===== config.mk =====
export PLATFORM = sky130hd
export DESIGN_NAME = spi_regport
export DESIGN_NICKNAME = d
export VERILOG_FILES = /design/src/rtl/spi_regport_pkg.sv /design/src/rtl/spi_regport_sync.sv /design/src/rtl/spi_regport_edge.sv /design/src/rtl/spi_regport_frame.sv /design/src/rtl/spi_regport_regs.sv /design/src/rtl/spi_regport.sv
export SDC_FILE = /design/constraint.sdc
export NUM_CORES = 1
export LEC_CHECK = 0
export ABC_AREA = 1
export ABC_CLOCK_PERIOD_IN_PS = 5100
export BUFFER_PORTS_ARGS = -buffer_cell sky130_fd_sc_hd__buf_2
export CORE_ASPECT_RATIO = 1.75
export CORE_MARGIN = 5
export CORE_UTILIZATION = 60
export DETAILED_ROUTE_END_ITERATION = 10
export PLACE_DENSITY = 0.79
export SYNTH_ARGS = -nofsm -noshare
export SYNTH_HDL_FRONTEND = slang
export SYNTH_SLANG_ARGS = --single-unit

===== constraint.sdc =====
create_clock -name clk -period 5.1 [get_ports clk]
set_input_delay 0 -clock clk [delete_from_list [all_inputs] [get_ports clk]]
set_output_delay 0 -clock clk [all_outputs]
set_load 0.005 [all_outputs]

===== src/rtl/spi_regport_pkg.sv =====
package spi_regport_pkg;

    localparam int ADDR_W = 13;
    localparam int DATA_W = 8;
    localparam int HDR_W  = 16;

    typedef enum logic [1:0] {
        ST_IDLE,
        ST_HDR,
        ST_DATA,
        ST_DONE
    } frame_state_e;

    typedef enum logic [1:0] {
        LEN_ONE    = 2'b00,
        LEN_TWO    = 2'b01,
        LEN_THREE  = 2'b10,
        LEN_STREAM = 2'b11
    } xfer_len_e;

    typedef struct packed {
        logic              is_read;
        xfer_len_e         len;
        logic [ADDR_W-1:0] addr;
    } header_t;

    typedef struct packed {
        logic              en;
        logic [ADDR_W-1:0] addr;
        logic [DATA_W-1:0] data;
    } wr_req_t;

    function automatic logic may_pause(input xfer_len_e len);
        return len != LEN_STREAM;
    endfunction

endpackage


===== src/rtl/spi_regport_sync.sv =====
module spi_regport_sync #(
    parameter int              WIDTH     = 3,
    parameter int              STAGES    = 2,
    parameter logic [WIDTH-1:0] RESET_VAL = '0
) (
    input  logic             clk,
    input  logic             rst,
    input  logic [WIDTH-1:0] async_i,
    output logic [WIDTH-1:0] level_o
);
    logic [WIDTH-1:0] stage_q [STAGES];

    for (genvar s = 0; s < STAGES; s++) begin : g_stage
        if (s == 0) begin : g_first
            always_ff @(posedge clk) begin
                if (rst) stage_q[s] <= RESET_VAL;
                else     stage_q[s] <= async_i;
            end
        end else begin : g_next
            always_ff @(posedge clk) begin
                if (rst) stage_q[s] <= RESET_VAL;
                else     stage_q[s] <= stage_q[s-1];
            end
        end
    end

    assign level_o = stage_q[STAGES-1];
endmodule


===== src/rtl/spi_regport_edge.sv =====
module spi_regport_edge #(
    parameter int               WIDTH     = 2,
    parameter logic [WIDTH-1:0] RESET_VAL = '0
) (
    input  logic             clk,
    input  logic             rst,
    input  logic [WIDTH-1:0] level_i,
    output logic [WIDTH-1:0] rise_o,
    output logic [WIDTH-1:0] fall_o
);
    logic [WIDTH-1:0] prev_q;

    always_ff @(posedge clk) begin
        if (rst) prev_q <= RESET_VAL;
        else     prev_q <= level_i;
    end

    assign rise_o = level_i & ~prev_q;
    assign fall_o = ~level_i & prev_q;
endmodule


===== src/rtl/spi_regport_frame.sv =====
module spi_regport_frame
    import spi_regport_pkg::*;
(
    input  logic              clk,
    input  logic              rst,
    input  logic              csn_lvl,
    input  logic              csn_rise,
    input  logic              csn_fall,
    input  logic              sclk_rise,
    input  logic              sclk_fall,
    input  logic              sdi,
    input  logic [DATA_W-1:0] rd_data,
    output logic [ADDR_W-1:0] rd_addr,
    output wr_req_t           wr_req,
    output logic              drive_en,
    output logic              out_bit
);
    localparam int CNT_W = $clog2(HDR_W + 1);
    localparam logic [CNT_W-1:0] HDR_LAST  = CNT_W'(HDR_W - 1);
    localparam logic [CNT_W-1:0] HDR_HALF  = CNT_W'(HDR_W / 2);
    localparam logic [CNT_W-1:0] BYTE_LAST = CNT_W'(DATA_W - 1);

    frame_state_e      state_q;
    logic              paused_q;
    logic [CNT_W-1:0]  bit_cnt_q;
    logic [HDR_W-2:0]  hdr_sh_q;
    logic [DATA_W-2:0] data_sh_q;
    logic [DATA_W-2:0] out_sh_q;
    header_t           cur_q;
    logic [1:0]        rem_q;
    xfer_len_e         early_len;

    assign early_len = xfer_len_e'(hdr_sh_q[DATA_W-2 -: 2]);

    always_ff @(posedge clk) begin
        if (rst) begin
            state_q   <= ST_IDLE;
            paused_q  <= 1'b0;
            bit_cnt_q <= '0;
            hdr_sh_q  <= '0;
            data_sh_q <= '0;
            out_sh_q  <= '0;
            out_bit   <= 1'b0;
            cur_q     <= '0;
            rem_q     <= '0;
            wr_req    <= '0;
        end else begin
            wr_req.en <= 1'b0;
            if (csn_rise) begin
                unique case (state_q)
                    ST_HDR: begin
                        if (bit_cnt_q == HDR_HALF && may_pause(early_len)) paused_q <= 1'b1;
                        else state_q <= ST_IDLE;
                    end
                    ST_DATA: begin
                        if (bit_cnt_q == '0 && may_pause(cur_q.len)) paused_q <= 1'b1;
                        else state_q <= ST_IDLE;
                    end
                    default: state_q <= ST_IDLE;
                endcase
            end else if (csn_fall) begin
                if (paused_q) begin
                    paused_q <= 1'b0;
                end else begin
                    state_q   <= ST_HDR;
                    bit_cnt_q <= '0;
                end
            end else if (!csn_lvl) begin
                if (sclk_rise) begin
                    unique case (state_q)
                        ST_HDR: begin
                            hdr_sh_q <= {hdr_sh_q[HDR_W-3:0], sdi};
                            if (bit_cnt_q == HDR_LAST) begin
                                cur_q     <= header_t'({hdr_sh_q, sdi});
                                rem_q     <= hdr_sh_q[HDR_W-3 -: 2];
                                state_q   <= ST_DATA;
                                bit_cnt_q <= '0;
                            end else begin
                                bit_cnt_q <= bit_cnt_q + 1'b1;
                            end
                        end
                        ST_DATA: begin
                            data_sh_q <= {data_sh_q[DATA_W-3:0], sdi};
                            if (bit_cnt_q == BYTE_LAST) begin
                                bit_cnt_q <= '0;
                                if (!cur_q.is_read) begin
                                    wr_req.en   <= 1'b1;
                                    wr_req.addr <= cur_q.addr;
                                    wr_req.data <= {data_sh_q, sdi};
                                end
                                cur_q.addr <= cur_q.addr - 1'b1;
                                if (cur_q.len != LEN_STREAM) begin
                                    if (rem_q == 2'd0) state_q <= ST_DONE;
                                    else rem_q <= rem_q - 1'b1;
                                end
                            end else begin
                                bit_cnt_q <= bit_cnt_q + 1'b1;
                            end
                        end
                        default: ;
                    endcase
                end
                if (sclk_fall && state_q == ST_DATA && cur_q.is_read) begin
                    if (bit_cnt_q == '0) begin
                        out_bit  <= rd_data[DATA_W-1];
                        out_sh_q <= rd_data[DATA_W-2:0];
                    end else begin
                        out_bit  <= out_sh_q[DATA_W-2];
                        out_sh_q <= {out_sh_q[DATA_W-3:0], 1'b0};
                    end
                end
            end
        end
    end

    assign rd_addr  = cur_q.addr;
    assign drive_en = (state_q == ST_DATA) && cur_q.is_read && !csn_lvl && !paused_q;

    // a write request only follows a rising serial edge
    assert_write_after_clock_R5: assert property (@(posedge clk) disable iff (rst)
        wr_req.en |-> $past(sclk_rise));

    // a pause only starts on a byte boundary
    assert_pause_on_boundary_R8: assert property (@(posedge clk) disable iff (rst)
        $rose(paused_q) |-> (bit_cnt_q == '0 || bit_cnt_q == HDR_HALF));

    // a rise of chip select in the middle of a byte leaves no pause behind
    assert_mid_byte_ends_R9: assert property (@(posedge clk) disable iff (rst)
        (csn_rise && state_q == ST_DATA && bit_cnt_q != '0) |=> (state_q == ST_IDLE && !paused_q));
endmodule


===== src/rtl/spi_regport_regs.sv =====
module spi_regport_regs
    import spi_regport_pkg::*;
#(
    parameter int                NUM_REGS    = 4,
    parameter logic [ADDR_W-1:0] REG_BASE    = 13'h010,
    parameter logic [ADDR_W-1:0] STATUS_ADDR = 13'h01F,
    parameter logic [ADDR_W-1:0] MODE_ADDR   = 13'h000,
    parameter logic [ADDR_W-1:0] UPDATE_ADDR = 13'h232
) (
    input  logic                             clk,
    input  logic                             rst,
    input  wr_req_t                          wr_req,
    input  logic [ADDR_W-1:0]                rd_addr,
    input  logic [DATA_W-1:0]                status_i,
    output logic [DATA_W-1:0]                rd_data,
    output logic                             mode_sep_o,
    output logic [NUM_REGS-1:0][DATA_W-1:0]  active_o
);
    logic [NUM_REGS-1:0][DATA_W-1:0] shadow_q;
    logic [NUM_REGS-1:0][DATA_W-1:0] active_q;
    logic [NUM_REGS-1:0]             rd_hit;
    logic                            upd_fire;
    logic                            mode_q;

    assign upd_fire = wr_req.en && wr_req.addr == UPDATE_ADDR && wr_req.data[0];

    always_ff @(posedge clk) begin
        if (rst)                                        mode_q <= 1'b0;
        else if (wr_req.en && wr_req.addr == MODE_ADDR) mode_q <= wr_req.data[0];
    end

    for (genvar i = 0; i < NUM_REGS; i++) begin : g_reg
        localparam logic [ADDR_W-1:0] MY_ADDR = ADDR_W'(REG_BASE + ADDR_W'(i));

        always_ff @(posedge clk) begin
            if (rst)                                      shadow_q[i] <= '0;
            else if (wr_req.en && wr_req.addr == MY_ADDR) shadow_q[i] <= wr_req.data;
        end

        always_ff @(posedge clk) begin
            if (rst)           active_q[i] <= '0;
            else if (upd_fire) active_q[i] <= shadow_q[i];
        end

        assign rd_hit[i] = (rd_addr == MY_ADDR);
    end

    always_comb begin
        rd_data = '0;
        if (rd_addr == MODE_ADDR)        rd_data = {{(DATA_W-1){1'b0}}, mode_q};
        else if (rd_addr == STATUS_ADDR) rd_data = status_i;
        else begin
            for (int i = 0; i < NUM_REGS; i++)
                if (rd_hit[i]) rd_data = shadow_q[i];
        end
    end

    assign mode_sep_o = mode_q;
    assign active_o   = active_q;

    // an update copies the whole shadow image
    assert_update_copies_R5: assert property (@(posedge clk) disable iff (rst)
        upd_fire |=> (active_q == $past(shadow_q)));

    // without an update the active image holds
    assert_active_holds_R5: assert property (@(posedge clk) disable iff (rst)
        !upd_fire |=> $stable(active_q));
endmodule


===== src/rtl/spi_regport.sv =====
module spi_regport
    import spi_regport_pkg::*;
#(
    parameter int                NUM_REGS    = 4,
    parameter logic [ADDR_W-1:0] REG_BASE    = 13'h010,
    parameter logic [ADDR_W-1:0] STATUS_ADDR = 13'h01F,
    parameter logic [ADDR_W-1:0] MODE_ADDR   = 13'h000,
    parameter logic [ADDR_W-1:0] UPDATE_ADDR = 13'h232,
    parameter int                SYNC_STAGES = 2
) (
    input  logic                       clk,
    input  logic                       rst,
    input  logic                       spi_csn,
    input  logic                       spi_sclk,
    input  logic                       spi_sdio_in,
    output logic                       spi_sdio_out,
    output logic                       spi_sdio_oe,
    output logic                       spi_sdo,
    output logic                       spi_sdo_oe,
    input  logic [DATA_W-1:0]          status_in,
    output logic [NUM_REGS*DATA_W-1:0] ctrl_active
);
    logic [2:0]               pins_lvl;
    logic [1:0]               edge_rise;
    logic [1:0]               edge_fall;
    logic [ADDR_W-1:0]        rd_addr;
    logic [DATA_W-1:0]        rd_data;
    wr_req_t                  wr_req;
    logic                     drive_en;
    logic                     out_bit;
    logic                     mode_sep;
    logic [NUM_REGS-1:0][DATA_W-1:0] active;

    spi_regport_sync #(.WIDTH(3), .STAGES(SYNC_STAGES), .RESET_VAL(3'b100)) sync_i (
        .clk     (clk),
        .rst     (rst),
        .async_i ({spi_csn, spi_sclk, spi_sdio_in}),
        .level_o (pins_lvl)
    );

    spi_regport_edge #(.WIDTH(2), .RESET_VAL(2'b10)) edge_i (
        .clk     (clk),
        .rst     (rst),
        .level_i (pins_lvl[2:1]),
        .rise_o  (edge_rise),
        .fall_o  (edge_fall)
    );

    spi_regport_frame frame_i (
        .clk       (clk),
        .rst       (rst),
        .csn_lvl   (pins_lvl[2]),
        .csn_rise  (edge_rise[1]),
        .csn_fall  (edge_fall[1]),
        .sclk_rise (edge_rise[0]),
        .sclk_fall (edge_fall[0]),
        .sdi       (pins_lvl[0]),
        .rd_data   (rd_data),
        .rd_addr   (rd_addr),
        .wr_req    (wr_req),
        .drive_en  (drive_en),
        .out_bit   (out_bit)
    );

    spi_regport_regs #(
        .NUM_REGS    (NUM_REGS),
        .REG_BASE    (REG_BASE),
        .STATUS_ADDR (STATUS_ADDR),
        .MODE_ADDR   (MODE_ADDR),
        .UPDATE_ADDR (UPDATE_ADDR)
    ) regs_i (
        .clk        (clk),
        .rst        (rst),
        .wr_req     (wr_req),
        .rd_addr    (rd_addr),
        .status_i   (status_in),
        .rd_data    (rd_data),
        .mode_sep_o (mode_sep),
        .active_o   (active)
    );

    assign spi_sdio_out = out_bit;
    assign spi_sdo      = out_bit;
    assign spi_sdio_oe  = drive_en && !mode_sep;
    assign spi_sdo_oe   = drive_en && mode_sep;
    assign ctrl_active  = active;

    // never both pins driven
    assert_single_driver_R7: assert property (@(posedge clk) disable iff (rst)
        $onehot0({spi_sdio_oe, spi_sdo_oe}));

    // nothing driven while deselected
    assert_quiet_deselected_R7: assert property (@(posedge clk) disable iff (rst)
        pins_lvl[2] |-> !(spi_sdio_oe || spi_sdo_oe));
endmodule


==> impl_metrics.ini, run 1 <==
[outcome]
status = finished, final reports clean

[synth]
yosys-top-cells-area = dfxtp_1, nor2_1, nand2_1, o21ai_0, a21oi_1
synth-xor-area-share_pct = 0.6497
synth-simple-area-share_pct = 24.30
syn_nets = 943
synth_top_area_cell = dfxtp_1
ys_types = 39
synth_top_area_share_pct = 44.85
synth_fa_ha_area_share_pct = 2.784
synth-compound-area-share_pct = 18.67
ys_seq_elements = 151
synth_mux_area_share_pct = 0
syn_inst = 915
ys_warn_count = 0
ys_seq_area_share_pct = 44.85
synth_top_family_by_area = simple AND/OR/NAND/NOR gates
netlist_area_um2 = 6740
syn_avg_cell_area_um2 = 7.366

[clock_network]
cts-root-buf = clkbuf_16
numCtsBuffers = 17
clk_latency_ns = 0.42
path_clk_slew_ns = 0.06
cts_tree = yes
h-tree-depth = 4
cts-resized-gates = 0
clkSinkCount = 151
clk_path_buf_depth = 2

[critical_path]
cp.required_ns = 5.43
cp.arrival_ns = 3.32
startpoint_type = flip-flop
worstPathMaxFanout = 29
crit_type = reg -> reg
r2r_slack_ns = 2.11
cp-end-kind = flip-flop

[grt]
antenna_found_initial = 0
grt_pass1_vias = 5756
use_met1_pct = 25.95
grt_first_pass_wirelength_um = 27130
grt_use_total_pct = 24.57
grt_overflow = 0
grt_max_degree = 60
busiest_layer = met2
grt_use_met2_pct = 44.72
use_met3_pct = 4.650

[sta]
drv_slew = 0
tightest_slew_ns = 1.075
clock_skew_ns = 0.009526
hold_violations = 0
slew_headroom_pct = 28.24
fmaxAchievable_mhz = 334.8
fin_crit_sh_pct = 58.56
setup_viol = 0
tns_ns = 0
rsz0062_at_grt = no
fin_crit_ns = 2.987
whs_ns = 0.01125

[final_layout]
antennaDiodeCount = 0
utilization_pct = 69.60
syn2layout_area_growth_pct = 14.65
drive_gt1_share_pct = 10.88
fin_nets = 980
fillers = 933

[die]
start_util_pct = 60.71
rows = 51
fp.dieH_um = 150.2
die_x_um = 90.12
core_um2 = 11100
die_area_um2 = 13540
io_pins = 49

[drt]
drt-initial-drc-count = 330
drt.antenna.violating_nets = 0
first_pass_iters = 5
vias_per_cell = 5.536
vias = 6073
drc = 0
wl_per_cell_um = 14.75
drt_wl_total_um = 16180

[placed_design]
routabilityCongestion = 0.8996
port_buffers = 48
dp_hpwl_um = 11440

[min_path]
hold_class = in -> reg

[flow_run]
maxCapViolCount = 0

[power]
vdd_ir_drop_max_v = 0.0002752
leakagePower_nw = 3.083
powerDensity_nw_per_um2 = 333.3
==> power by group <==
group,leakage (nW),internal [mW],switching [mW]
Combinational,1.56,0.0168,0.0343
Sequential,1.22,1.18,0.00252
Clock,0.306,0.858,0.480
==> per-layer routing <==
metal,share of wire (%),routed length [um]
met3,4.1,659
met1,39,6342
met4,5.3,864
met5,0,0
met2,51,8316
==> critical path, cell delays in order, from the launching register on <==
cell and delay, ns:
dfxtp_1 0.30, or2_1 0.26, nor4_1 0.24, nand2_1 0.52, nor2_2 1.02, buf_4 0.33
nor2_1 0.05, a211oi_1 0.17
==> final timing paths <==
check / end / cells after the start / start
worst max-delay path: regs_i.active_o[27] / 7 / frame_i.wr_req[18]
worst min-delay path: sync_i.stage_q[0][1] / 2 / rst
worst max register to register: regs_i.active_o[27] / 7 / frame_i.wr_req[18]
worst min register to register: sync_i.stage_q[1][0] / 2 / sync_i.stage_q[0][0]
==> final cells by class <==
type | count | area, um^2 | share of cell area [%]
Clock buffer | 21 | 470.5 | 6.088
Clock inverter | 11 | 170.2 | 2.202
Inverter | 104 | 390.4 | 5.052
Multi-Input combinational cell | 615 | 3128 | 40.48
Sequential cell | 151 | 3023 | 39.12
Tap cell | 132 | 165.2 | 2.137
Timing Repair Buffer | 63 | 380.4 | 4.922
==> layout by cell type (no fill, tap or decap), drive strengths merged, types with 3 or more instances in the layout <==
| cell | count |
|---|---|
| nor3 | 54 |
| or2 | 4 |
| nor4 | 6 |
| a21oi | 85 |
| nand3 | 31 |
| a31oi | 4 |
| clkbuf | 21 |
| dfxtp | 151 |
| buf | 53 |
| nor2 | 139 |
| ha | 15 |
| xor2 | 4 |
| clkinvlp | 3 |
| nand2 | 130 |
| o211ai | 6 |
| a211oi | 37 |
| nand4 | 4 |
| inv | 105 |
| bufinv | 4 |
| clkinv | 3 |
| o21ai | 90 |
| dlygate4sd3 | 10 |
==> Yosys cell counts (all sizes together) <==
cell,count
a211oi,37
a21oi,85
a31oi,4
and3,1
buf,17
clkbuf,28
dfxtp,151
ha,15
inv,104
nand2,130
nand3,31
nand3b,1
nand4,4
nor2,139
nor3,54
nor4,6
o2111ai,1
o211ai,6
o21a,1
o21ai,90
o221ai,1
or2,4
xnor2,1
xor2,4
==> kinds of logic (layout without fill, tap and decap cells) <==
family | Yosys count | count (layout)
simple gates | 370 | 370
fa+ha+maj | 15 | 15
buf+inv | 149 | 199
flops | 151 | 151
compound gates | 225 | 225
xor+xnor | 5 | 5
==> sequential cells by signal, summed over array words and instances, names as in the netlist <==
name               flops
regs_i.mode_sep_o      1
edge_i.prev_q          2
frame_i.rd_addr       13
frame_i.cur_q          3
regs_i.shadow_q       32
frame_i.paused_q       1
frame_i.out_bit        1
sync_i.stage_q         6
frame_i.out_sh_q       7
frame_i.state_q        2
frame_i.rem_q          2
frame_i.bit_cnt_q      5
frame_i.wr_req        22
frame_i.hdr_sh_q      15
frame_i.data_sh_q      7
regs_i.active_o       32
==> timing repair <==
item                       CTS  global route
hold endpoints to repair    10             0
buffers inserted             0             0
setup endpoints to repair    0             0
hold buffers                10             0
==> stage by stage <==
step | total power, mW | setup slack [ns] | cells | cell area [um^2]
finish | 2.575 | 2.113 | 1097 | 7727
floorplan | 1.242 | 3.243 | 915 | 6740
detailed placement | 1.256 | 2.118 | 1055 | 6987
global placement | 1.256 | 2.255 | 1055 | 6987
global route | 2.647 | 1.813 | 1097 | 7727
CTS | 2.589 | 2.113 | 1097 | 7727
Power figures use the tool's default switching activity.
==> inputs of run 2 (changes only) <==
--- a/config.mk
+++ b/config.mk
@@ -6,7 +6,7 @@
 export NUM_CORES = 1
 export LEC_CHECK = 0
 export ABC_AREA = 1
-export ABC_CLOCK_PERIOD_IN_PS = 5100
+export ABC_CLOCK_PERIOD_IN_PS = 3020
 export BUFFER_PORTS_ARGS = -buffer_cell sky130_fd_sc_hd__buf_2
 export CORE_ASPECT_RATIO = 1.75
 export CORE_MARGIN = 5
==> constraint.sdc (replaced) <==
create_clock -name clk -period 3.02 [get_ports clk]
set_input_delay 0 -clock clk [delete_from_list [all_inputs] [get_ports clk]]
set_output_delay 0 -clock clk [all_outputs]
set_load 0.005 [all_outputs]
==> run 2 against run 1 <==
Via count fell by 0.15%. Worst hold slack improved by 0.012 ns. Critical path depth rose by 4. Combinational power rose by 64%. Critical endpoint is now frame_i.rd_addr[10]. Largest cell class unchanged. Largest power group unchanged.
==> impl_metrics.ini, run 2 (synthesis gave the netlist of run 1 again) <==
[final_layout]
drive_gt1_share_pct = 11.07
layout_common_cells = dfxtp_1, nor2_1, nand2_1
final_common_cell = dfxtp_1
design_area_um2 = 7702
syn2layout_area_growth_pct = 14.28
antennaDiodeCount = 0
fin_nets = 983

[drt]
vias = 6064
wl_per_cell_um = 14.61
drt.antenna.violating_nets = 0
drc = 0
drt-initial-drc-count = 390
first_pass_iters = 5
drt_wl_total_um = 16060
vias_per_cell = 5.518

[flow_run]
maxCapViolCount = 0

[clock_network]
cts-resized-gates = 0
clk_path_buf_depth = 2
path_clk_slew_ns = 0.06
cts_setup_buffers = 0
numCtsBuffers = 17
clkSinkCount = 151
clk_latency_ns = 0.42
h-tree-depth = 4
cts.hold.buffers_added = 9
cts-root-buf = clkbuf_16
cts_tree = yes

[critical_path]
critPathMaxStageDelay_ns = 0.39
cp_slowest_cell = dfxtp_1
r2r_slack_ns = 0.60
cp-end-kind = flip-flop
crit_family = simple AND/OR/NAND/NOR gates
crit_buf_inv = 2
r2r_end = frame_i.rd_addr[10]
crit_path_end = frame_i.rd_addr[10]
cp_cell_sequence = ha_1 > nand2_1 > nor2_1 > ha_1 > inv_1 > a21oi_1 > o21a_1 > nand2_1 > inv_2 > o221ai_1 > a21oi_1
cp.arrival_ns = 2.77
cp.required_ns = 3.36
crit_type = reg -> reg
worstPathMaxFanout = 20
critPathLaunch = frame_i.bit_cnt_q[0]
startpoint_type = flip-flop
r2r_start = frame_i.bit_cnt_q[0]
ff2ff_path_depth = 11
crit_cells = 11

[power]
leakagePower_nw = 3.072
vdd_ir_drop_max_v = 0.0004758
finalPower_mw = 4.227
powerDensity_nw_per_um2 = 548.8

[die]
start_util_pct = 60.71
die_area_um2 = 13540
core_um2 = 11100
rows = 51
die_x_um = 90.12
fp.dieH_um = 150.2
io_pins = 49

[grt]
grt_overflow = 0
grt_pass1_vias = 5668
antenna_found_initial = 0
grt_first_pass_wirelength_um = 26610
grt_max_degree = 98
grt_use_total_pct = 24.11

[sta]
hold_violations = 0
slew_headroom_pct = 28.93
fmaxAchievable_mhz = 412.4
tightest_slew_ns = 1.066
tns_ns = 0
fin_crit_ns = 2.425
drv_slew = 0
fin_crit_sh_pct = 80.30
rsz0062_at_grt = no
setup_viol = 0
clock_skew_ns = 0.007056

[placed_design]
dp_hpwl_um = 11120
port_buffers = 48
routabilityCongestion = 0.8723
postPlaceCellArea_um2 = 7017

[min_path]
hold_class = in -> reg

[outcome]
status = finished, final reports clean
run 2: cell types whose count changed in the layout (fill, tap and decap cells not counted):
cell           previous run  this run
inv_6                     1         2
buf_4                     6        10
dlygate4sd3_1            10         9
bufinv_16                 4         3
clkbuf_1                  1         2
clkbuf_8                  3         1
run 2: worst min-delay path by stage:
| stage | startpoint | to | slack [ns] | cells after the start |
|---|---|---|---|---|
| after CTS | status_in[4] | frame_i.out_sh_q[4] | 0.01 | 5 |
| after floorplan | spi_csn | sync_i.stage_q[0][2] | 0.10 | 1 |
| after global routing | status_in[4] | frame_i.out_sh_q[4] | 0.07 | 5 |
| after global placement | spi_csn | sync_i.stage_q[0][2] | 0.18 | 2 |
| final | status_in[4] | frame_i.out_sh_q[4] | 0.02 | 5 |
| after detailed placement | spi_csn | sync_i.stage_q[0][2] | 0.19 | 2 |
run 2: cell type report:
type                       instances  area, um^2
clock buffer                      20       446.7
clock inverter                    11       148.9
fill                             976        3401
inverter                         104       390.4
multi-input combinational        615        3128
sequential                       151        3023
tap                              132       165.2
timing repair buffer              66       400.4
run 2: where the power goes:
group          total [mW]  switching [mW]  internal [mW]
registers            2.00         0.00430           2.00
logic              0.0839          0.0565         0.0275
clock network        2.14           0.822           1.32
total                4.23           0.883           3.34
run 2: layer usage:
metal  vias to the layer above  global-route usage, %  routed length, um
li1                       3120                      -                  -
met1                      2738                  25.26               6195
met2                       150                  44.72               8517
met3                        56                  4.700                567
met4                         0                  13.19                775
met5                         -                      0                  0
run 2: stage by stage:
step           util (%)  std cells  hold WS, ns  setup WS, ns
2_1_floorplan         -        915       0.1038         1.163
3_3_place_gp      63.20       1059       0.1842        0.7624
3_5_place_dp      63.20       1059       0.1924        0.6646
4_1_cts           69.37       1099      0.01384        0.6120
5_1_grt           69.37       1099      0.07357        0.3075
6_report          69.37       1099      0.02294        0.5950
run 2: worst reg2reg max path: stages, from the launching register on:
cell,delay [ns]
dfxtp_1,0.39
ha_1,0.19
nand2_1,0.10
nor2_1,0.15
ha_1,0.18
inv_1,0.05
a21oi_1,0.14
o21a_1,0.17
nand2_1,0.39
inv_2,0.30
o221ai_1,0.14
a21oi_1,0.15
==> inputs of run 3 (changes only) <==
--- a/config.mk
+++ b/config.mk
@@ -6,7 +6,7 @@
 export NUM_CORES = 1
 export LEC_CHECK = 0
 export ABC_AREA = 1
-export ABC_CLOCK_PERIOD_IN_PS = 3020
+export ABC_CLOCK_PERIOD_IN_PS = 2300
 export BUFFER_PORTS_ARGS = -buffer_cell sky130_fd_sc_hd__buf_2
 export CORE_ASPECT_RATIO = 1.75
 export CORE_MARGIN = 5
==> constraint.sdc (replaced) <==
create_clock -name clk -period 2.3 [get_ports clk]
set_input_delay 0 -clock clk [delete_from_list [all_inputs] [get_ports clk]]
set_output_delay 0 -clock clk [all_outputs]
set_load 0.005 [all_outputs]
==> run 3 against run 2 <==
Critical path depth decreased by 3. Cell count increased by 0.64%. Combinational power increased by 35%. Design area increased by 0.34%. Wire length increased by 1.3%. Global-route usage increased by 0.39 points. Count of clock-buffer cells in the layout decreased by 2. Power increased by 29%. Utilization increased by 0.24 points. Sequential share of layout area decreased by 0.13 points. Sequential power increased by 31%.
==> impl_metrics.ini, run 3 (synthesis gave the netlist of run 1 again) <==
[drt]
drt.antenna.violating_nets = 0
wl_per_cell_um = 14.70
drc = 0
vias = 6034
vias_per_cell = 5.456
first_pass_iters = 5
drt_wl_total_um = 16260
drt-initial-drc-count = 311

[min_path]
holdPathEnd = sync_i.stage_q[0][0]
hold_start = rst
hold_depth = 2
hold_class = in -> reg

[sta]
hold_violations = 0
fmaxAchievable_mhz = 482.8
tns_ns = 0
tightest_slew_ns = 0.6884
clock_skew_ns = 0.009853
slew_headroom_pct = 53.76
drv_slew = 0
fin_crit_sh_pct = 90.06
setup_viol = 0
fin_crit_ns = 2.071
rsz0062_at_grt = no
setup_ws_ns = 0.2287

[critical_path]
r2r_end = frame_i.wr_req[15]
worstPathMaxFanout = 20
startpoint_type = flip-flop
critPathLaunch = frame_i.bit_cnt_q[0]
cp_cell_sequence = ha_1 > nand2_1 > nor3_2 > nand2_1 > nor4_4 > buf_4 > o21ai_0 > a21oi_1
r2r_slack_ns = 0.23
r2r_start = frame_i.bit_cnt_q[0]
crit_type = reg -> reg
cp-end-kind = flip-flop
critPathMaxStageDelay_ns = 0.39
cp_common_cell = nand2_1
cp_slowest_cell = dfxtp_1
ff2ff_path_depth = 8
cp.required_ns = 2.65
cp.arrival_ns = 2.42

[placed_design]
post-place-ws_ns = 0.2344
routabilityCongestion = 0.9441
port_buffers = 48
dp_hpwl_um = 11460

[flow_run]
maxCapViolCount = 0

[grt]
grt_first_pass_wirelength_um = 27060
grt_pass1_vias = 5744
grt_overflow = 0
antenna_found_initial = 0
grt_use_total_pct = 24.50
grt_max_degree = 56
grt_use_met2_pct = 45.38
use_met1_pct = 25.25
use_met3_pct = 4.250
busiest_layer = met2

[die]
die_area_um2 = 13540
core_um2 = 11100
fp.dieH_um = 150.2
rows = 51
die_x_um = 90.12
start_util_pct = 60.71
io_pins = 49

[clock_network]
cts_setup_buffers = 0
h-tree-depth = 4
cts_tree = yes
path_clk_slew_ns = 0.06
numCtsBuffers = 17
cts-root-buf = clkbuf_16
clkSinkCount = 151
clk_latency_ns = 0.43
clk_path_buf_depth = 2

[power]
powerDensity_nw_per_um2 = 703.7
leakagePower_nw = 3.095
vdd_ir_drop_max_v = 0.0006018

[final_layout]
antennaDiodeCount = 0
drive_gt1_share_pct = 11.81
utilization_pct = 69.61
fin_nets = 989
syn2layout_area_growth_pct = 14.66
fillers = 957
layout_common_cells = dfxtp_1, nor2_1, nand2_1
final_common_cell = dfxtp_1

[outcome]
status = finished, final reports clean
run 3: timing repair:
action,in CTS,in global routing
hold endpoints to repair,10,0
gates resized for setup,0,1
setup endpoints to repair,0,2
hold buffers,10,0
run 3: final cells by class:
class	count	area [um^2]	area share (%)
Inverter	104	390.4	5.051
Clock buffer	18	429.2	5.553
Sequential cell	151	3023	39.11
Clock inverter	14	142.6	1.846
Multi-Input combinational cell	615	3131	40.51
Timing Repair Buffer	72	447.9	5.796
Tap cell	132	165.2	2.137
run 3: critical path: cells and delay by family, from the launching register on:
kind,cells,cell delay [ns]
AND/OR/NAND/NOR,4,0.84
adder cells (fa/ha/maj),1,0.19
buffers and inverters,1,0.30
AO/OA/AOI/OAI,2,0.29
flip-flops,1,0.39
run 3: metal layers:
layer	vias up	wire, um
met3	58	600
met5	-	0
li1	3119	-
met4	0	953
met2	146	8527
met1	2711	6180
run 3: worst max-delay path by stage:
| stage | endpoint | slack [ns] | cells after the start |
|---|---|---|---|
| after global routing | frame_i.rem_q[0] | 0.0002 | 13 |
| after floorplan | frame_i.rem_q[0] | 0.44 | 13 |
| final | frame_i.wr_req[15] | 0.23 | 8 |
| after detailed placement | frame_i.rem_q[1] | 0.23 | 13 |
| after CTS | frame_i.rem_q[1] | 0.19 | 13 |
| after global placement | frame_i.rem_q[1] | 0.31 | 13 |
run 3: per-stage QoR:
stage                     instances  area [um^2]  hold slack, ns  total power [mW]
after floorplan                 915         6740          0.1038             2.754
after global placement         1064         7054          0.1827             2.785
after detailed placement       1064         7054          0.1963             2.786
after CTS                      1106         7726         0.01134             5.453
after global routing           1106         7729         0.04559             5.594
final                          1106         7729         0.01225             5.438
run 3: where the power goes:
part / switching, mW / total, mW / internal [mW] / leakage [nW]
clock: 1.18 / 2.70 / 1.52 / 0.276
combinational: 0.0744 / 0.113 / 0.0389 / 1.60
sequential: 0.00560 / 2.63 / 2.62 / 1.22
total: 1.26 / 5.44 / 4.18 / 3.10
